<file path="config.mk">
export PLATFORM = sky130hd
export DESIGN_NAME = mdio_master
export DESIGN_NICKNAME = d
export VERILOG_FILES = /design/src/rtl/mdio_pkg.sv /design/src/rtl/mdio_regs.sv /design/src/rtl/mdio_clkgen.sv /design/src/rtl/mdio_seq.sv /design/src/rtl/mdio_master.sv
export SDC_FILE = /design/constraint.sdc
export NUM_CORES = 1
export LEC_CHECK = 0
export CAP_MARGIN = 20
export CORE_MARGIN = 5
export CORE_UTILIZATION = 50
export DETAILED_ROUTE_END_ITERATION = 6
export GPL_TIMING_DRIVEN = 0
export MAX_ROUTING_LAYER = met4
export PLACE_DENSITY = 0.68
export SLEW_MARGIN = 40
export SYNTH_ARGS = -nofsm -noshare
export SYNTH_HDL_FRONTEND = slang
export SYNTH_HIERARCHICAL = 1
export SYNTH_SLANG_ARGS = --single-unit
export TNS_END_PERCENT = 20
</file>
<file path="constraint.sdc">
create_clock -name clk_i -period 8.9 [get_ports clk_i]
set_input_delay 1.78 -clock clk_i [delete_from_list [all_inputs] [get_ports clk_i]]
set_output_delay 1.78 -clock clk_i [all_outputs]
set_load 0.02 [all_outputs]
</file>
<file path="src/rtl/mdio_pkg.sv">
package mdio_pkg;
  localparam int PHY_W  = 5;
  localparam int REG_W  = 5;
  localparam int SEL_W  = 3;
  localparam int DATA_W = 16;
  localparam int DIV_W  = 7;

  typedef struct packed {
    logic [PHY_W-1:0] phy;
    logic [REG_W-1:0] regad;
    logic [SEL_W-1:0] div_sel;
    logic             wr;
  } cmd_t;

  // host-clock cycles per MDC period
  function automatic logic [DIV_W-1:0] div_ratio(input logic [SEL_W-1:0] sel);
    case (sel)
      3'd0:    div_ratio = DIV_W'(42);
      3'd1:    div_ratio = DIV_W'(62);
      3'd2:    div_ratio = DIV_W'(16);
      3'd3:    div_ratio = DIV_W'(26);
      3'd4:    div_ratio = DIV_W'(102);
      default: div_ratio = DIV_W'(124);
    endcase
  endfunction
endpackage

</file>
<file path="src/rtl/mdio_regs.sv">
module mdio_regs
  import mdio_pkg::*;
(
  input  logic              clk_i,
  input  logic              rst_ni,
  input  logic              we_i,
  input  logic              sel_i,
  input  logic [DATA_W-1:0] wdata_i,
  input  logic              done_i,
  input  logic [DATA_W-1:0] rd_data_i,
  output logic              start_o,
  output logic              busy_o,
  output cmd_t              cmd_o,
  output logic [DATA_W-1:0] data_o,
  output logic [DATA_W-1:0] rdata_o
);
  cmd_t              cmd_q;
  logic              busy_q;
  logic [DATA_W-1:0] data_q;
  logic              unused_bits;

  assign unused_bits = wdata_i[5];
  // start only from idle; writes while busy are dropped
  assign start_o = we_i & ~sel_i & wdata_i[0] & ~busy_q;

  always_ff @(posedge clk_i or negedge rst_ni) begin
    if (!rst_ni) begin
      cmd_q  <= '0;
      busy_q <= 1'b0;
    end else if (start_o) begin
      cmd_q.phy     <= wdata_i[15:11];
      cmd_q.regad   <= wdata_i[10:6];
      cmd_q.div_sel <= wdata_i[4:2];
      cmd_q.wr      <= wdata_i[1];
      busy_q        <= 1'b1;
    end else if (done_i) begin
      busy_q <= 1'b0;
    end
  end

  // read completion takes priority over a host data write in the same cycle
  always_ff @(posedge clk_i or negedge rst_ni) begin
    if (!rst_ni)                  data_q <= '0;
    else if (done_i && !cmd_q.wr) data_q <= rd_data_i;
    else if (we_i && sel_i)       data_q <= wdata_i;
  end

  assign busy_o  = busy_q;
  assign cmd_o   = cmd_q;
  assign data_o  = data_q;
  assign rdata_o = sel_i ? data_q
                         : {cmd_q.phy, cmd_q.regad, 1'b0, cmd_q.div_sel, cmd_q.wr, busy_q};
endmodule

</file>
<file path="src/rtl/mdio_clkgen.sv">
module mdio_clkgen
  import mdio_pkg::*;
(
  input  logic             clk_i,
  input  logic             rst_ni,
  input  logic             en_i,
  input  logic [DIV_W-1:0] ratio_i,
  output logic             mdc_o,
  output logic             rise_o,
  output logic             fall_o
);
  logic [DIV_W-1:0] cnt_q;
  logic [DIV_W-1:0] half;

  assign half   = ratio_i >> 1;
  assign rise_o = en_i & (cnt_q == half - DIV_W'(1));
  assign fall_o = en_i & (cnt_q == ratio_i - DIV_W'(1));

  always_ff @(posedge clk_i or negedge rst_ni) begin
    if (!rst_ni) begin
      cnt_q <= '0;
      mdc_o <= 1'b0;
    end else if (!en_i) begin
      cnt_q <= '0;
      mdc_o <= 1'b0;
    end else begin
      cnt_q <= fall_o ? '0 : cnt_q + DIV_W'(1);
      if (rise_o)      mdc_o <= 1'b1;
      else if (fall_o) mdc_o <= 1'b0;
    end
  end
endmodule

</file>
<file path="src/rtl/mdio_seq.sv">
module mdio_seq
  import mdio_pkg::*;
#(
  parameter int PRE_LEN = 32
) (
  input  logic              clk_i,
  input  logic              rst_ni,
  input  logic              start_i,
  input  logic              wr_i,
  input  logic [PHY_W-1:0]  phy_i,
  input  logic [REG_W-1:0]  regad_i,
  input  logic [DATA_W-1:0] wdata_i,
  input  logic              rise_i,
  input  logic              fall_i,
  input  logic              mdio_i,
  output logic              active_o,
  output logic              done_o,
  output logic [DATA_W-1:0] rdata_o,
  output logic              mdio_o,
  output logic              mdio_oe_o
);
  localparam int HDR_LEN   = 4 + PHY_W + REG_W + 2 + DATA_W;
  localparam int FRAME_LEN = PRE_LEN + HDR_LEN;
  localparam int IDX_W     = $clog2(FRAME_LEN + 1);
  localparam logic [IDX_W-1:0] PRE_I  = IDX_W'(PRE_LEN);
  localparam logic [IDX_W-1:0] TA_I   = IDX_W'(PRE_LEN + 4 + PHY_W + REG_W);
  localparam logic [IDX_W-1:0] DATA_I = IDX_W'(FRAME_LEN - DATA_W);
  localparam logic [IDX_W-1:0] LAST_I = IDX_W'(FRAME_LEN - 1);

  logic               active_q, wr_q;
  logic [IDX_W-1:0]   idx_q, nidx;
  logic [HDR_LEN-1:0] hdr_q;
  logic [DATA_W-1:0]  rdata_q;

  assign nidx   = idx_q + IDX_W'(1);
  assign done_o = active_q & fall_i & (idx_q == LAST_I);

  always_ff @(posedge clk_i or negedge rst_ni) begin
    if (!rst_ni) begin
      active_q  <= 1'b0;
      wr_q      <= 1'b0;
      idx_q     <= '0;
      hdr_q     <= '0;
      rdata_q   <= '0;
      mdio_o    <= 1'b1;
      mdio_oe_o <= 1'b0;
    end else if (start_i) begin
      active_q  <= 1'b1;
      wr_q      <= wr_i;
      idx_q     <= '0;
      hdr_q     <= {2'b01, wr_i ? 2'b01 : 2'b10, phy_i, regad_i,
                    wr_i ? 2'b10 : 2'b00, wr_i ? wdata_i : '0};
      rdata_q   <= '0;
      mdio_o    <= 1'b1;
      mdio_oe_o <= 1'b1;
    end else if (active_q) begin
      if (rise_i && !wr_q && idx_q >= DATA_I)
        rdata_q <= {rdata_q[DATA_W-2:0], mdio_i};
      if (done_o) begin
        active_q  <= 1'b0;
        mdio_o    <= 1'b1;
        mdio_oe_o <= 1'b0;
      end else if (fall_i) begin
        idx_q     <= nidx;
        // data only moves on the falling MDC edge
        mdio_o    <= (nidx < PRE_I) ? 1'b1 : (hdr_q[HDR_LEN-1] | (!wr_q && nidx >= TA_I));
        mdio_oe_o <= wr_q | (nidx < TA_I);
        if (nidx >= PRE_I) hdr_q <= {hdr_q[HDR_LEN-2:0], 1'b0};
      end
    end
  end

  assign active_o = active_q;
  assign rdata_o  = rdata_q;
endmodule

</file>
<file path="src/rtl/mdio_master.sv">
module mdio_master
  import mdio_pkg::*;
#(
  parameter int PRE_LEN = 32
) (
  input  logic              clk_i,
  input  logic              rst_ni,
  input  logic              reg_we_i,
  input  logic              reg_sel_i,
  input  logic [DATA_W-1:0] reg_wdata_i,
  output logic [DATA_W-1:0] reg_rdata_o,
  output logic              mdc_o,
  output logic              mdio_o,
  output logic              mdio_oe_o,
  input  logic              mdio_i
);
  cmd_t              cmd_q;
  logic              start, busy, seq_done, seq_active, rise, fall;
  logic [DATA_W-1:0] data_q, seq_rdata;

  mdio_regs u_regs (
    .clk_i     (clk_i),
    .rst_ni    (rst_ni),
    .we_i      (reg_we_i),
    .sel_i     (reg_sel_i),
    .wdata_i   (reg_wdata_i),
    .done_i    (seq_done),
    .rd_data_i (seq_rdata),
    .start_o   (start),
    .busy_o    (busy),
    .cmd_o     (cmd_q),
    .data_o    (data_q),
    .rdata_o   (reg_rdata_o)
  );

  mdio_clkgen u_clkgen (
    .clk_i   (clk_i),
    .rst_ni  (rst_ni),
    .en_i    (seq_active),
    .ratio_i (div_ratio(cmd_q.div_sel)),
    .mdc_o   (mdc_o),
    .rise_o  (rise),
    .fall_o  (fall)
  );

  // frame fields come straight from the write data so the start cycle sees them
  mdio_seq #(.PRE_LEN(PRE_LEN)) u_seq (
    .clk_i     (clk_i),
    .rst_ni    (rst_ni),
    .start_i   (start),
    .wr_i      (reg_wdata_i[1]),
    .phy_i     (reg_wdata_i[15:11]),
    .regad_i   (reg_wdata_i[10:6]),
    .wdata_i   (data_q),
    .rise_i    (rise),
    .fall_i    (fall),
    .mdio_i    (mdio_i),
    .active_o  (seq_active),
    .done_o    (seq_done),
    .rdata_o   (seq_rdata),
    .mdio_o    (mdio_o),
    .mdio_oe_o (mdio_oe_o)
  );
endmodule

</file>
[Word-level counts from Yosys, hierarchy flattened]
Cells that the tools add are included.
Cells by class
  bitwise gates (word level): 11
  equal/unequal tests: 9
  order comparisons: 5
  reductions and logical operators: 18
  add/sub/neg operators: 4
  mux-type cells: 38
Operator list (number)
  $mux W32: 5
  $mux W16: 7
  $mux W7: 6
  $pmux W7 S5: 1
  $ge A7 B6 Y1 const B: 3
  $mux W1: 17
  $add A7 B1 Y7 const B: 2
  $eq A7 B7 Y1: 2
  $lt A7 B6 Y1 const B: 2
  $reduce_bool A2 Y1: 6
  $and A1 B1 Y1: 7
  $eq A7 B6 Y1 const B: 1
  $sub A6 B1 Y7 const B: 1
  $sub A7 B1 Y7 const B: 1
  $eq A3 B2 Y1 const B: 2
  $logic_and A1 B1 Y1: 5
  $mux W2: 2
  $reduce_and A2 Y1: 2
  $reduce_and A4 Y1: 1
  $eq A3 B1 Y1 const B: 1
  $eq A3 B3 Y1 const B: 1
  $logic_not A3 Y1: 1
  $ne A3 B2 Y1 const B: 1
  $reduce_and A3 Y1: 1
  other kinds (5): 7
Word-level totals
  bits in registers: 97
  logic and storage cells: 99
  output and inout bits: 19

[Longest topological paths before layout]
Gate-level depths: netlist (run 1).
  word-level depth: 10
  gate-level depth with buffers: 16
  depth with buffers taken out: 14

[Cells and area by module]
The synthesis (run 1) kept the hierarchy.
Modules (own cells, without submodules)
  mdio_seq: instances 1, area an instance 3236.9 µm², cells each 324, seq. area each 1477.7 µm²
  mdio_regs: instances 1, area an instance 1589.0 µm², cells each 125, seq. area each 775.7 µm²
  mdio_clkgen: instances 1, area an instance 755.7 µm², cells each 87, seq. area each 200.2 µm²
  mdio_master: instances 1, area an instance 56.3 µm², cells each 9, seq. area each 0.0 µm²

[Least setup slack after synthesis (run 1)]
No wires, ideal clock.
  kind: input to output
  start point: in reg_sel_i
  end point: out reg_rdata_o[10]
  required time: 7.120 ns
  slack: 4.614 ns
  stages: 3
  path buffers: 2
  arrival time: 2.506 ns
  path through: buf_6 -> buf_2 -> mux2_2
Between the ends
  longest elaborated chain between the ends: 1
RTL lines
  start: declaration: line mdio_master.sv:9  | input logic reg_sel_i,
  $mux W16: line mdio_regs.sv:51  | assign rdata_o = sel_i ? data_q
  end: declaration: line mdio_master.sv:11  | output logic [DATA_W-1:0] reg_rdata_o,
Every way passes these cells.

[Final worst setup path (run 1)]
  start point: in reg_sel_i
  end point: out reg_rdata_o[7]
Same word-level chain as after synthesis.

==> metrics.txt, run 1 <==
cells along the critical path=buf_6 -> buf_2 -> mux2_2 -> clkdlybuf4s50_1; Avg Inst Size Synth=10.3 µm²; vias per inst=between 5 and 6; max-slew violation count=0; Post-CTS Setup Bufs=0; Die ar.=roughly 13000 µm²; max cap viols=0; CP endpoint kind=output pin; Slew Limit Headroom=52.6%; ys flop type=dfrtp_1; iteration-0 DRC count of the detailed router=223; Worst VDD drop=0.000176 V; worst setup margin=approximately 4000 ps; Reg power frac=between 40% and 50%; Max Clk Rate=204 MHz; Sw Share=roughly a third; Clk network pwr share=21.9%; grt ovf=0; gr usage total=between 20 and 25%; TritonCTS clock tree=done; Logic pwr share=38.1%; EDFF count, synth=0; Hold Vio Cnt, Final=0; WS Path Type=in -> out; worst slack at placement=4000 ps; Detail Route Antenna Nets=0; # DRC=0; RR Startpoint=u_regs/cmd_o[1]; status=finished, final reports clean; Port Buffers=38; Starting Density=~52%; clock root buffer=clkbuf_16; WP data arrival=3120 ps; Cell Area, Placed=6230 µm²; total negative slack=0 ps; share of cells above drive strength 1=16.6%; Yosys warning count=6; power per standard cell area=278 nW/µm²; RePlAce Congestion=slightly below 0.9; Ant. Diodes=0; post-layout min period=4900 ps; Synth top area share=43.1%; initial antenna violation count=0; Final Instance Area=6530 µm²; Sink Count=98; hold_sp=u_seq/hdr_q[30]; Avg WL per Cell=18.3 µm; largest net degree at the start of global routing=51; # H-tree levels=3; worst-margin pin slew=712 ps; cts repair resizes=0; Rows=38; Final Util=about three fifths; # fillers=just under 1000; cts hold-fix bufs=0; DP Wirelength=roughly 10 mm; clk buf depth=2; DRT Wirelength=13.6 mm; core box area=10900 µm²; Critical Path RT=approximately 7100 ps; final setup skew=8.05 ps; P_int=1.18 mW; Die W=116 µm; RSZ-0062 raised after global routing=no; via count=approximately 4300; ys async rst share=100%; number of global-route vias before repair=4448; Area Overhead vs Synth=15.9%; Critical Path Start=reg_sel_i; Distinct cells, synth=66; Seq/Total Area, Yosys=43.5%; Gate Count Post-Synth=545; register bit count reported by yosys=98; post-synth top area cell=dfrtp_1; Synth Cell Area=5640 µm²; Pwr Total=1.82 mW; Die Height=~120 µm; max incr delay on CP=540 ps; worst-skew pair later-pin latency=350 ps; P_leak=~2.8 nW; I/O pins=40; first-pass GRT wire length=about 23 mm; Startpoint Class=input pin; Net Sw Power=641 µW; final net count=625; TritonRoute pass-1 iters=5; synth top area cells=dfrtp_1 43%, mux2i_1 6.4%, mux2_2 4.4%; Crit Path Max Fanout=10; crit share post-route=55.1%; Hold Path Class=reg -> reg; Finish-stage setup viols=0; CP max stage cell=clkdlybuf4s50_1; Num CTS Buffers=9; Clock transition at path regs=70 ps
[cell usage in the layout, fill, tap and decap left out, types with 18 or more instances in the layout]
cell	Yosys	layout
clkdlybuf4s50_1	0	37
dfrtp_1	97	97
inv_1	42	42
mux2_2	22	22
mux2i_1	36	36
nand2_1	38	38
nand3_1	21	21
nor2_1	41	41
o2111ai_1	25	25
o21ai_0	18	18
[state kept, by name (all words and copies together), names as in the netlist, 7 cells and up]
signal / cells
u_clkgen/cnt_q: 7
u_seq/hdr_q: 32
u_seq/rdata_o: 16
u_seq/idx_q: 7
u_regs/data_o: 16
u_regs/cmd_o: 14
[area by class of cell]
| cell class | instances | area [µm²] | share of cell area [%] |
|---|---|---|---|
| clock inverters | 5 | 61.3 | 0.938 |
| inverters | 42 | 158 | 2.41 |
| plain buffers | 45 | 279 | 4.27 |
| flip-flops and latches | 98 | 2450 | 37.6 |
| multi-input cells | 362 | 2760 | 42.2 |
| clock buffers | 10 | 239 | 3.66 |
| repair buffers | 39 | 413 | 6.32 |
| well taps | 140 | 175 | 2.68 |
[path summary, 6_finish.rpt]
check	endpoint	slack [ps]	cells after the start
hold / removal	u_seq/hdr_q[30]	500	1
hold reg to reg	u_seq/hdr_q[30]	500	1
setup reg to reg	u_regs/data_o[9]	5120	14
setup / recovery	reg_rdata_o[7]	4000	4
min in group asynchronous	u_seq/idx_q[5]	1330	1
max in group asynchronous	u_seq/mdio_o	6980	2
[routing by layer]
| metal | routed length [µm] | global-route usage (%) | vias up |
|---|---|---|---|
| li1 | - | - | 2064 |
| met1 | 6430 | 30.6 | 2131 |
| met2 | 6450 | 34.4 | 109 |
| met3 | 537 | 3.58 | 12 |
| met4 | 171 | 6.42 | 0 |
| met5 | 0 | - | - |
[worst max-delay path, delay by kind of cell]
kind	cells	cell delay, ps
muxes	1	380
buffers and inverters	3	960
[metrics by stage]
| stage | hold WS [ps] | std cells |
|---|---|---|
| finish | 500 | 741 |
| global route | 531 | 741 |
| CTS | 504 | 741 |
| detailed placement | 489 | 726 |
| global placement | 474 | 725 |
| floorplan | 459 | 547 |
[synth_stat cells (8+ instances only)]
| master | instances |
|---|---|
| clkbuf_1 | 14 |
| o21ai_0 | 18 |
| o311ai_0 | 15 |
| xnor2_1 | 15 |
| a21oi_1 | 8 |
| o2111ai_1 | 25 |
| nand2_1 | 38 |
| mux2_4 | 8 |
| buf_2 | 14 |
| xor2_1 | 9 |
| inv_1 | 42 |
| nor2_1 | 41 |
| mux2i_1 | 36 |
| dfrtp_1 | 97 |
| nand3_1 | 21 |
| mux2_2 | 22 |
[cell families after synthesis]
| logic type | synth area share, % |
|---|---|
| xor+xnor | 4.02 |
| compound gates | 16.7 |
| flops | 43.5 |
| other cells | 0.0665 |
| fa+ha+maj | 2.13 |
| simple gates | 12.9 |
| mux | 12.9 |
| buf+inv | 7.75 |
[power by group through the flow]
stage,registers [mW],clock network [mW],logic (mW)
6_report,0.727,0.398,0.693
5_1_grt,0.753,0.427,0.763
4_1_cts,0.727,0.407,0.694
3_5_place_dp,0.735,0,0.689
3_3_place_gp,0.727,0,0.665
2_1_floorplan,0.706,0,0.518
No activity file was read; power rests on OpenSTA's default activity.
==> run 2: changes to the inputs <==
==> constraint.sdc (replaced) <==
create_clock -name clk_i -period 4.7 [get_ports clk_i]
set_input_delay 0.94 -clock clk_i [delete_from_list [all_inputs] [get_ports clk_i]]
set_output_delay 0.94 -clock clk_i [all_outputs]
set_load 0.02 [all_outputs]
==> results of run 2 <==
The final DEF is identical to that of run 1. Status: finished, final reports clean.
Main changes from that run: setup slack after placement 4000 ps -> 942 ps; setup slack after layout 4000 ps -> 924 ps; hold slack 500 ps -> 487 ps; start point of the critical path reg_sel_i -> u_regs/cmd_o[1]; end point of the critical path reg_rdata_o[7] -> u_regs/data_o[9]; register-to-register setup slack 5120 ps -> 920 ps; total power 1.82 mW -> 3.44 mW; worst IR drop on VDD 0.000176 V -> 0.000333 V
==> run 3: changes to the inputs <==
==> constraint.sdc (replaced) <==
create_clock -name clk_i -period 3.8 [get_ports clk_i]
set_input_delay 0.76 -clock clk_i [delete_from_list [all_inputs] [get_ports clk_i]]
set_output_delay 0.76 -clock clk_i [all_outputs]
set_load 0.02 [all_outputs]
==> metrics.txt, run 3 (same netlist as run 1, synthesis figures left out) <==
DP Wirelength=9.99 mm (unchanged); max layer used=met4; grt ovf=0 (unchanged); DRT Wirelength=13.6 mm (+0.13%); Clock transition at path regs=70 ps (about the same); CP endpoint kind=register; Finish-stage setup viols=0 (unchanged); # H-tree levels=3 (unchanged); P_leak=2.86 nW (+0.32%); TritonRoute pass-1 iters=4 (-1); WP data arrival=3700 ps; Logic pwr share=38.5% (+0.4 points); initial antenna violation count=0 (unchanged); RePlAce Congestion=0.894 (unchanged); status=finished, final reports clean; post-layout min period=3450 ps; clock root buffer=clkbuf_16; Avg WL per Cell=18.4 µm (+0.13%); share of cells above drive strength 1=18.0% (+1.3 points); DR WL met2=6.48 mm (+0.47%); number of global-route vias before repair=4448 (unchanged); WHS=309 ps; # DRC=0 (unchanged); TritonCTS clock tree=done; Die W=116 µm (unchanged); max incr delay on CP=470 ps; Detail Route Antenna Nets=0 (unchanged); Post-CTS Setup Bufs=0 (unchanged); Die Height=116 µm (unchanged); max FFs per register=32 (unchanged); power per standard cell area=654 nW/µm²; P_int=2.78 mW; largest net degree at the start of global routing=51 (unchanged); most common cell after layout, fill and taps aside=dfrtp_1; fin cells=741 (unchanged); commonest cells after routing, fill and taps aside=95 x dfrtp_1, 42 x inv_1, 41 x nor2_1; M1 wire length=6.37 mm (-0.86%); Sink Count=98 (unchanged); Max Clk Rate=just under 300 MHz; clk buf depth=2 (unchanged); cts hold-fix bufs=0 (unchanged); max cap viols=0 (unchanged); gr usage total=22.3% (unchanged); Rows=38 (unchanged); Final Instance Area=6580 µm² (+0.69%); final net count=625 (unchanged); RSZ-0062 raised after global routing=no; WS Path Type=reg -> reg; Buf/Inv on CP=3 (unchanged); via count=4301 (-0.35%); Worst VDD drop=between 0.0004 and 0.0005 V; CP max stage cell=dfrtp_1; Starting Density=51.6% (unchanged); Area Overhead vs Synth=16.7%; max-slew violation count=0 (unchanged); Critical Path RT=4050 ps; worst-margin pin slew=713 ps (+1.70 ps); crit share post-route=90.7%; Hold Vio Cnt, Final=0 (unchanged); worst slack at placement=~42 ps; Cell Area, Placed=6230 µm² (unchanged); Ant. Diodes=0 (unchanged); vias per inst=5.80 (-0.35%); critical path's top delay family=simple AND/OR/NAND/NOR gates; Net Sw Power=1.53 mW; worst-skew pair later-pin latency=350 ps (about the same); Port Buffers=38 (unchanged); Die ar.=13500 µm² (unchanged); core box area=10900 µm² (unchanged); final setup skew=8.04 ps (-0.00755 ps); Reg power frac=39.8% (-0.2 points); Slew Limit Headroom=52.5% (-0.11 points); iteration-0 DRC count of the detailed router=204 (-8.5%); first-pass GRT wire length=23.0 mm (unchanged); Clk network pwr share=21.7% (-0.2 points); cells along the critical path=nand2b_2 -> a21o_1 -> buf_4 -> nor3b_4 -> nand2_1 -> xnor2_1 -> nor4_1 -> and2_1 -> nand2_2 -> nor3_4 -> nand2b_1 -> buf_2 -> and2_1 -> clkbuf_2 -> o21ai_0; CP most frequent cell=and2_1; dpl cells=726 (unchanged); I/O pins=40 (unchanged); routed wl met3=599 µm (+12%); Largest Register=u_seq/hdr_q; Hold Path Class=in -> async; Startpoint Class=register; Num CTS Buffers=9 (unchanged); cts repair resizes=0 (unchanged); Crit Path Max Fanout=10 (unchanged); Sw Share=between 30% and 40%; worst setup margin=354 ps
-- run 3: cell counts in the layout (fill, tap and decap cells not counted) --
Identical to the previous run, type by type.
-- run 3: final cells by class --
| class | instances | area [µm²] |
|---|---|---|
| clock inverter | 5 | 61.3 |
| buffer | 45 | 279 |
| clock buffer | 10 | 239 |
| multi-input combinational | 362 | 2800 |
| tap | 140 | 175 |
| inverter | 42 | 158 |
| fill | 978 | 4360 |
| timing repair buffer | 39 | 413 |
| sequential | 98 | 2460 |
-- run 3: path summary, 6_finish.rpt --
kind	cells after the start	slack (ps)	endpoint	start
worst max-delay path	15	350	u_regs/data_o[9]	u_regs/cmd_o[3]
worst min-delay path	1	310	u_seq/idx_q[5]	rst_ni
worst max register to register	15	350	u_regs/data_o[9]	u_regs/cmd_o[3]
worst min register to register	1	500	u_seq/hdr_q[30]	u_seq/hdr_q[30]
max in group asynchronous	2	2900	u_seq/mdio_o	rst_ni
min in group clk_i	1	500	u_seq/hdr_q[30]	u_seq/hdr_q[30]
-- run 3: worst register-to-register path: cells and delay by family (launching register included) --
family / cells / cell delay (ps)
AND/OR/NAND/NOR: 9 / 1760
buffers and inverters: 3 / 530
flip-flops: 1 / 470
AO/OA/AOI/OAI: 2 / 400
XOR/XNOR: 1 / 180
-- run 3: through the flow --
step	power [mW]	setup TNS (ps)	util, %
finish	4.31	0	60.2
global route	4.60	0	60.2
CTS	4.28	0	59.7
detailed placement	3.33	0	57.0
floorplan	2.87	0	-
global placement	3.26	-168150	56.7
-- run 3: power groups by stage --
stage	registers, mW	clock network (mW)	logic (mW)
final	1.72	0.933	1.66
after floorplan	1.65	0	1.21
after global placement	1.70	0	1.56
after global routing	1.77	1.00	1.82
after detailed placement	1.72	0	1.61
after CTS	1.70	0.954	1.63
-- run 3: routing by layer --
layer  GRT usage, %  vias up
met3           3.58       10
met5              -        -
li1               -     2061
met1           30.6     2141
met4           6.42        0
met2           34.4       89
